===== src/rtl/lcd_tx_pkg.sv =====
package lcd_tx_pkg;
  localparam int NUM_PAIRS = 3;
  localparam int SUBS_PER_PIX = 3;
  localparam int GROUP_SUBS = 6;

  typedef enum logic [1:0] {ST_IDLE, ST_GAP, ST_LOAD, ST_EMIT} txState_t;

  typedef struct packed {
    logic       loadLo;
    logic       loadHi;
    logic       setData;
    logic       strobeOn;
    logic [2:0] slot;
    logic [1:0] pairSel;
    logic       oddSide;
  } txCtl_t;
endpackage


===== src/rtl/lcd_tx_ctrl.sv =====
module lcd_tx_ctrl
  import lcd_tx_pkg::*;
#(
  parameter int PIXELS   = 160,
  parameter int LINES    = 144,
  parameter int LINE_GAP = 4
) (
  input  logic       clk,
  input  logic       rstN,
  input  logic       frameReq,
  input  logic       altMode,
  input  logic       pixValid,
  output logic       pixReady,
  output logic       lineStart,
  output logic       frameMark,
  output logic [3:0] rowCount,
  output logic       rowPhase,
  output txCtl_t     ctl
);
  localparam int GROUPS = PIXELS / 2;
  localparam int SUBPIX = PIXELS * SUBS_PER_PIX;
  localparam int GAP_W  = $clog2(LINE_GAP + 1);
  localparam int LINE_W = $clog2(LINES + 1);
  localparam int GRP_W  = $clog2(GROUPS + 1);
  localparam int SP_W   = $clog2(SUBPIX + 1);

  txState_t           state;
  logic [GAP_W-1:0]   gapCnt;
  logic [LINE_W-1:0]  lineCnt;
  logic [GRP_W-1:0]   grpCnt;
  logic               pixSel;
  logic [2:0]         slot;
  logic [1:0]         phase;
  logic               swapFlag;
  logic               frameOdd;
  logic [2:0]         slotPhys;
  logic [SP_W-1:0]    spIdx;

  always_ff @(posedge clk) begin
    if (!rstN) begin
      state    <= ST_IDLE;
      gapCnt   <= '0;
      lineCnt  <= '0;
      grpCnt   <= '0;
      pixSel   <= 1'b0;
      slot     <= '0;
      phase    <= '0;
      swapFlag <= 1'b0;
      frameOdd <= 1'b0;
      rowCount <= 4'hF;
      rowPhase <= 1'b0;
    end else begin
      unique case (state)
        ST_IDLE: if (frameReq) begin
          swapFlag <= altMode & frameOdd;
          frameOdd <= ~frameOdd;
          lineCnt  <= '0;
          gapCnt   <= '0;
          state    <= ST_GAP;
        end
        ST_GAP: begin
          if (gapCnt == GAP_W'(LINE_GAP - 1)) begin
            grpCnt <= '0;
            pixSel <= 1'b0;
            state  <= ST_LOAD;
          end else begin
            gapCnt <= gapCnt + 1'b1;
          end
        end
        ST_LOAD: if (pixValid) begin
          if (pixSel) begin
            slot  <= '0;
            phase <= '0;
            state <= ST_EMIT;
          end else begin
            pixSel <= 1'b1;
          end
        end
        ST_EMIT: begin
          phase <= phase + 1'b1;
          if (phase == 2'd3) begin
            if (slot == 3'(GROUP_SUBS - 1)) begin
              if (grpCnt == GRP_W'(GROUPS - 1)) begin
                rowCount <= rowCount - 4'd1;
                if (rowCount == 4'h0) rowPhase <= ~rowPhase;
                if (lineCnt == LINE_W'(LINES - 1)) begin
                  state <= ST_IDLE;
                end else begin
                  lineCnt <= lineCnt + 1'b1;
                  gapCnt  <= '0;
                  state   <= ST_GAP;
                end
              end else begin
                grpCnt <= grpCnt + 1'b1;
                pixSel <= 1'b0;
                state  <= ST_LOAD;
              end
            end else begin
              slot <= slot + 1'b1;
            end
          end
        end
        default: state <= ST_IDLE;
      endcase
    end
  end

  always_comb begin
    slotPhys = swapFlag ? (slot ^ 3'd1) : slot;
    spIdx    = SP_W'(grpCnt) * SP_W'(GROUP_SUBS) + SP_W'(slotPhys);
    ctl.loadLo   = (state == ST_LOAD) && pixValid && !pixSel;
    ctl.loadHi   = (state == ST_LOAD) && pixValid && pixSel;
    ctl.setData  = (state == ST_EMIT) && (phase == 2'd0);
    ctl.strobeOn = (state == ST_EMIT) && ((phase == 2'd1) || (phase == 2'd2));
    ctl.slot     = slotPhys;
    ctl.oddSide  = slotPhys[0];
    if (spIdx >= SP_W'(2 * PIXELS))  ctl.pairSel = 2'd2;
    else if (spIdx >= SP_W'(PIXELS)) ctl.pairSel = 2'd1;
    else                             ctl.pairSel = 2'd0;
  end

  assign pixReady  = (state == ST_LOAD);
  assign lineStart = (state == ST_GAP) && (gapCnt == '0);
  assign frameMark = lineStart && (lineCnt == '0);
endmodule


===== src/rtl/lcd_tx_datapath.sv =====
module lcd_tx_datapath
  import lcd_tx_pkg::*;
(
  input  logic                 clk,
  input  logic                 rstN,
  input  txCtl_t               ctl,
  input  logic [11:0]          pixData,
  output logic [NUM_PAIRS-1:0] strobeA,
  output logic [NUM_PAIRS-1:0] strobeB,
  output logic [3:0]           busData
);
  logic [23:0] grpWord;
  logic [11:0] word;
  logic [1:0]  comp;
  logic [3:0]  nibble;

  always_comb begin
    word = (ctl.slot < 3'd3) ? grpWord[11:0] : grpWord[23:12];
    comp = (ctl.slot < 3'd3) ? ctl.slot[1:0] : 2'(ctl.slot - 3'd3);
    case (comp)
      2'd0:    nibble = word[11:8];
      2'd1:    nibble = word[7:4];
      default: nibble = word[3:0];
    endcase
  end

  always_ff @(posedge clk) begin
    if (!rstN) begin
      grpWord <= '0;
      busData <= '0;
    end else begin
      if (ctl.loadLo)  grpWord[11:0]  <= pixData;
      if (ctl.loadHi)  grpWord[23:12] <= pixData;
      if (ctl.setData) busData        <= nibble;
    end
  end

  for (genvar p = 0; p < NUM_PAIRS; p++) begin : g_pair
    always_ff @(posedge clk) begin
      if (!rstN) begin
        strobeA[p] <= 1'b0;
        strobeB[p] <= 1'b0;
      end else begin
        strobeA[p] <= ctl.strobeOn && (ctl.pairSel == 2'(p)) && !ctl.oddSide;
        strobeB[p] <= ctl.strobeOn && (ctl.pairSel == 2'(p)) && ctl.oddSide;
      end
    end
  end
endmodule


===== src/rtl/lcd_tx_top.sv =====
module lcd_tx_top
  import lcd_tx_pkg::*;
#(
  parameter int PIXELS   = 160,
  parameter int LINES    = 144,
  parameter int LINE_GAP = 4
) (
  input  logic        clk,
  input  logic        rstN,
  input  logic        frameReq,
  input  logic        altMode,
  input  logic        pixValid,
  input  logic [11:0] pixData,
  output logic        pixReady,
  output logic [2:0]  strobeA,
  output logic [2:0]  strobeB,
  output logic [3:0]  busData,
  output logic        lineStart,
  output logic        frameMark,
  output logic [3:0]  rowCount,
  output logic        rowPhase
);
  txCtl_t ctl;

  lcd_tx_ctrl #(.PIXELS(PIXELS), .LINES(LINES), .LINE_GAP(LINE_GAP)) i_ctrl (
    .clk(clk), .rstN(rstN), .frameReq(frameReq), .altMode(altMode),
    .pixValid(pixValid), .pixReady(pixReady), .lineStart(lineStart),
    .frameMark(frameMark), .rowCount(rowCount), .rowPhase(rowPhase), .ctl(ctl)
  );

  lcd_tx_datapath i_dp (
    .clk(clk), .rstN(rstN), .ctl(ctl), .pixData(pixData),
    .strobeA(strobeA), .strobeB(strobeB), .busData(busData)
  );
endmodule


===== config.mk =====
export PLATFORM = sky130hd
export DESIGN_NAME = lcd_tx_top
export DESIGN_NICKNAME = d
export VERILOG_FILES = /design/src/rtl/lcd_tx_pkg.sv /design/src/rtl/lcd_tx_ctrl.sv /design/src/rtl/lcd_tx_datapath.sv /design/src/rtl/lcd_tx_top.sv
export SDC_FILE = /design/constraint.sdc
export NUM_CORES = 1
export LEC_CHECK = 0
export CAP_MARGIN = 20
export CORE_MARGIN = 2
export CORE_UTILIZATION = 28
export CTS_CLUSTER_SIZE = 25
export DETAILED_ROUTE_END_ITERATION = 10
export GPL_TIMING_DRIVEN = 0
export SYNTH_ARGS = -nofsm -noshare
export SYNTH_HDL_FRONTEND = slang
export SYNTH_SLANG_ARGS = --single-unit

===== constraint.sdc =====
create_clock -name clk -period 3 [get_ports clk]
set_input_delay 0.3 -clock clk [delete_from_list [all_inputs] [get_ports clk]]
set_output_delay 0.3 -clock clk [all_outputs]
set_load 0.005 [all_outputs]

### After elaboration in Yosys (flattened, before gate mapping)

Index checks and enable logic that the tools add are counted.

* bitwise operators: 4
* equality and inequality tests: 24
* add/subtract/negate cells: 8
* mux-type cells: 47
* reductions and logical operators: 41
* $lt $le $gt $ge: 3
* multiply operators: 1

Operator list (count)
* $mux W8: 5
* $mux W3: 10
* $mux W7: 4
* $mux W2: 11
* $reduce_and A6 Y1: 3
* $logic_and A1 B1 Y1: 16
* $pmux W8 S2: 1
* $reduce_and A5 Y1: 3
* $pmux W7 S2: 1
* $mux W12: 1
* $ne A2 B2 Y1 const B: 6
* $eq A2 B2 Y1 const B: 5
* $ne A2 B1 Y1 const B: 5
* $add A9 B3 Y9: 1
* $ge A9 B8 Y1 const B: 1
* $ge A9 B9 Y1 const B: 1
* $pmux W3 S3: 1
* $add A8 B1 Y8 const B: 1
* $eq A2 B1 Y1 const B: 4
* $eq A8 B8 Y1 const B: 1
* $logic_not A2 Y1: 4
* $logic_not A8 Y1: 1
* $mul A7 B2 Y8 const B: 1
* $mux W1: 8
* 26 further kinds: 33

* input port bits: 17
* output and inout bits: 18
* bits in registers: 67

### Longest topological paths before layout

* depth after elaboration: 9
* gate-level depth with buffers: 10
* depth with buffers taken out: 9

### Cells and area by module

A second synthesis with hierarchy kept.

* cells, all modules: 402
* area total of the unflattened synthesis: 3646.0 um^2

By module, submodules not included
* lcd_tx_ctrl: area each 2210.9 um^2, instances 1, cells an instance 263
* lcd_tx_datapath: area each 1435.1 um^2, instances 1, cells an instance 139

### Worst setup path before layout

Ideal clock, no wire load.

* kind: reg2reg
* start: register i_ctrl.grpCnt[0]
* end: register i_dp.strobeA[0]
* data required time: 2.875 ns
* buffers on the path: 1
* clock period less this slack: 2.491 ns
* path slack: 0.509 ns
* cell stages (with the launch flop): 10
* data arrival time: 2.367 ns
* path through: dfxtp_1 -> ha_1 -> inv_1 -> fa_1 -> xor2_1 -> or3_1 -> buf_1 -> o31a_1 -> o41ai_2 -> nor2_1

* longest elaborated chain between the ends: 8

Ends and longest elaborated chain
* start: declaration: RTL line lcd_tx_ctrl.sv:30 `logic [GRP_W-1:0] grpCnt;`
* start signal: assignment: RTL line lcd_tx_ctrl.sv:94 `grpCnt <= grpCnt + 1'b1;`
* $mul A7 B2 Y8 (*): RTL line lcd_tx_ctrl.sv:110 `spIdx = SP_W'(grpCnt) * SP_W'(GROUP_SUBS) + SP_W'(slotPhys);`
* $add A9 B3 Y9 (*): RTL line lcd_tx_ctrl.sv:110
* $ge A9 B8 Y1: RTL line lcd_tx_ctrl.sv:118 `else if (spIdx >= SP_W'(PIXELS)) ctl.pairSel = 2'd1;`
* $mux W1: RTL line lcd_tx_ctrl.sv:118
* $mux W2 (*): RTL line lcd_tx_ctrl.sv:117 `if (spIdx >= SP_W'(2 * PIXELS)) ctl.pairSel = 2'd2;`
* $logic_not A2 Y1 (*): RTL line lcd_tx_datapath.sv:44 `strobeA[p] <= ctl.strobeOn && (ctl.pairSel == 2'(p)) && !ctl.oddSide;`
* $logic_and A1 B1 Y1 (*) (2 in series): RTL line lcd_tx_datapath.sv:44
* end signal: indexed assignment: RTL line lcd_tx_datapath.sv:44
* end: declaration: RTL line lcd_tx_datapath.sv:8 `output logic [NUM_PAIRS-1:0] strobeA,`

Every way passes the cells marked *; elsewhere a longest branch is shown, timed or not.
A chain may end at the register's enable or synchronous reset.

### Final worst setup path

* start: register i_ctrl.grpCnt[0]
* end: register i_dp.strobeB[0]

* longest elaborated chain between the ends: 8

Ends and longest elaborated chain
* $mul A7 B2 Y8 (*): RTL line lcd_tx_ctrl.sv:110
* $add A9 B3 Y9 (*): RTL line lcd_tx_ctrl.sv:110
* $ge A9 B8 Y1: RTL line lcd_tx_ctrl.sv:118
* $mux W1: RTL line lcd_tx_ctrl.sv:118
* $mux W2 (*): RTL line lcd_tx_ctrl.sv:117
* $logic_not A2 Y1 (*): RTL line lcd_tx_datapath.sv:45 `strobeB[p] <= ctl.strobeOn && (ctl.pairSel == 2'(p)) && ctl.oddSide;`
* $logic_and A1 B1 Y1 (*) (2 in series): RTL line lcd_tx_datapath.sv:45
* end signal: indexed assignment: RTL line lcd_tx_datapath.sv:45
* end: declaration: RTL line lcd_tx_datapath.sv:9 `output logic [NUM_PAIRS-1:0] strobeB,`

Marked as above.

==> metrics.yaml <==
synthesis:
  synth_edf_count: 0
  ys_ff_latch: 67
  synth_cells: 448
  synth_fa_ha_area_share_pct: 7.89
  syn_area_per_cell_um2: 8.21
  synth-compound-area-share_pct: 17.8
  synth_ff_type: "dfxtp_1"
  yosys.area.top_type: "dfxtp_1"
  syn-cell-area_um2: 3680
  synth.top_cell.area_share_pct: 36.5
  synth_top_family_by_area: "simple AND/OR/NAND/NOR gates"
  synth-xor-area-share_pct: 5.92
  yosysWarnings: 0
  synth_seq_area_share_pct: 36.5
  syn_nets: 487
  synthSimpleGateAreaFrac_pct: 24.8
  muxShareOfSynthArea_pct: 2.24
  synth.top_cells.by_area: "dfxtp_1, nand2_1, ha_1"
  ys_types: 63
  async_reset_ff_share_pct: 0
setup_path:
  crit_required_ns: 3.20
  start_kind: "flop"
  arrival_ns: 2.99
  crit_path_top_delay_cell: "fa_1"
  cp_max_fo: 6
  critical_path_class: "reg2reg"
  end_kind: "flop"
  crit_family: "adder cells"
  crit_chain: "ha_1, inv_1, fa_1, xor2_1, or3_1, buf_1, o31a_1, o41ai_2, nor2_1"
  max_stage_delay_ns: 0.45
  cp.buffers_inverters: 2
clock_network:
  clock-sinks: 67
  cts.clk_slew.worst_paths_ns: 0.05
  postCtsSetupBuffers: 0
  h-tree-depth: 3
  clkLatencyLatePin_ns: 0.33
  root_buffer: "clkbuf_16"
  cts_tree: "yes"
  cts_buffer_depth: 2
  cts_made_buffers: 9
global_route:
  grt_max_degree: 12
  grt_pass1_vias: 3172
  grt.overflow.total: 0
  grtUsageTotal_pct: 12.7
  grt_pass1_wl_mm: 14.7
  antenna_found_initial: 0
final_layout:
  antenna_cells: 0
  area_delta_synth_final_pct: 23.1
  final_common_cell: "nand2_1"
  filler_cell_count: 1381
  nets: 531
  seq_area_um2: 1340
  drive_gt1_share_pct: 6.67
  final_cell_mix: "nand2_1, dfxtp_1, nor2_1, a21oi_1, clkdlybuf4s50_1"
  multiInputGateArea_um2: 2170
sta:
  finalSetupViolCount: 0
  skew_ns: 0.00978
  rsz0062_at_grt: "false"
  hold_viol: 0
  tightest_slew_ns: 0.654
  post-route-min-period_ns: 2.79
  clock.fmax_mhz: 359
  slew_viol_final: 0
  final.setup.tns_ns: 0
  fin_crit_sh_pct: 93.0
  slew_headroom_pct: 56.2
pwr:
  p_per_area_nw_per_um2: 449
  power.total_mw: 2.03
  leakage_nw: 1.62
  ir_drop_mv: 0.224
floorplanning:
  num_io_pins: 35
  die_h_um: 119
  start_util_pct: 28.9
  row_count: 41
  coreArea_um2: 12700
  die_w_um: 119
  dieArea_um2: 14100
place:
  numPortBuffers: 33
  dp_hpwl_mm: 6.31
  gp_congestion: 0.802
routing:
  routed_wl_mm: 8.60
  avgViaCountPerCell: 4.80
  drt_iter0_drc: 172
  firstDrtPassIters: 4
  vias: 3201
  drc: 0
  wl_per_cell_um: 12.9
  ant_nets: 0
status:
  status: "finished clean"
worst_hold_path:
  hp-class: "in2reg"
job:
  maxCapViolCount: 0
## what timing repair did
| item | 4_1_cts | 5_1_grt |
|---|---|---|
| hold buffers | 0 | 0 |
| endpoints found under the setup margin | 0 | 5 |
| gates resized for setup | 0 | 4 |
## kinds of logic (layout without fill, tap and decap cells)
| family | Yosys count | after routing |
|---|---|---|
| AOI/OAI and AO/OA | 94 | 94 |
| xor gates and xnor gates | 24 | 24 |
| adders and majority gates | 22 | 22 |
| buffers and inverters | 45 | 92 |
| DFF | 67 | 67 |
| muxes | 7 | 7 |
| and+or+nand+nor | 189 | 189 |
## final cells by class
cell class	instances	share of cell area [%]
Tap cell	172	4.75
Clock inverter	4	1.16
Multi-Input combinational cell	336	47.8
Sequential cell	67	29.6
Buffer	22	2.13
Clock buffer	10	5.28
Timing Repair Buffer	33	7.30
Inverter	23	1.91
## report_power, final
part / internal [mW] / switching [mW] / total, mW
registers: 0.896 / 0.00438 / 0.900
logic: 0.0463 / 0.0543 / 0.101
clock network: 0.655 / 0.376 / 1.03
total: 1.60 / 0.435 / 2.03
## path summary, 6_finish.rpt
path | slack (ns) | cells after the start | from | end
min reg2reg | 0.45 | 2 | i_dp.grpWord[17] | i_dp.grpWord[17]
min | 0.37 | 2 | rstN | i_ctrl.rowCount[3]
max reg2reg | 0.21 | 9 | i_ctrl.grpCnt[0] | i_dp.strobeB[0]
max | 0.21 | 9 | i_ctrl.grpCnt[0] | i_dp.strobeB[0]
## routing by layer
layer  GRT usage [%]  vias to the layer above  routed length [µm]
met2            21.0                       65                3970
met1            16.1                     1481                4130
met5               0                        -                   0
li1                -                     1647                   -
met4            3.87                        0                 101
met3            3.52                        8                 392
## cell usage after synthesis (6+ instances only)
cell and instances:
nand2_1 72, dfxtp_1 67, nor2_1 45, a21oi_1 43, inv_1 21, ha_1 20, clkbuf_1 17, nand3_1 15
xnor2_1 14, xor2_1 9, and3_1 8, nand4_1 8, nor3_1 8, o21ai_0 8, mux2i_1 6
## registers in the layout, indices dropped and copies added (netlist names)
| register | count |
|---|---|
| i_ctrl.frameOdd | 1 |
| i_ctrl.gapCnt | 3 |
| i_ctrl.grpCnt | 7 |
| i_ctrl.lineCnt | 8 |
| i_ctrl.phase | 2 |
| i_ctrl.pixSel | 1 |
| i_ctrl.rowCount | 4 |
| i_ctrl.rowPhase | 1 |
| i_ctrl.slot | 3 |
| i_ctrl.state | 2 |
| i_ctrl.swapFlag | 1 |
| i_dp.busData | 4 |
| i_dp.grpWord | 24 |
| i_dp.strobeA | 3 |
| i_dp.strobeB | 3 |
## per-stage QoR
stage	setup slack [ns]	instances	util, %	instance area (µm²)	hold WS (ns)
finish	0.211	667	35.6	4530	0.367
floorplan	0.509	448	-	3680	0.436
detailed placement	0.160	653	33.2	4220	0.448
CTS	0.138	667	35.5	4520	0.368
global route	0.0348	667	35.6	4530	0.398
global placement	0.241	653	33.2	4220	0.443
(Power assumes the default switching activity.)
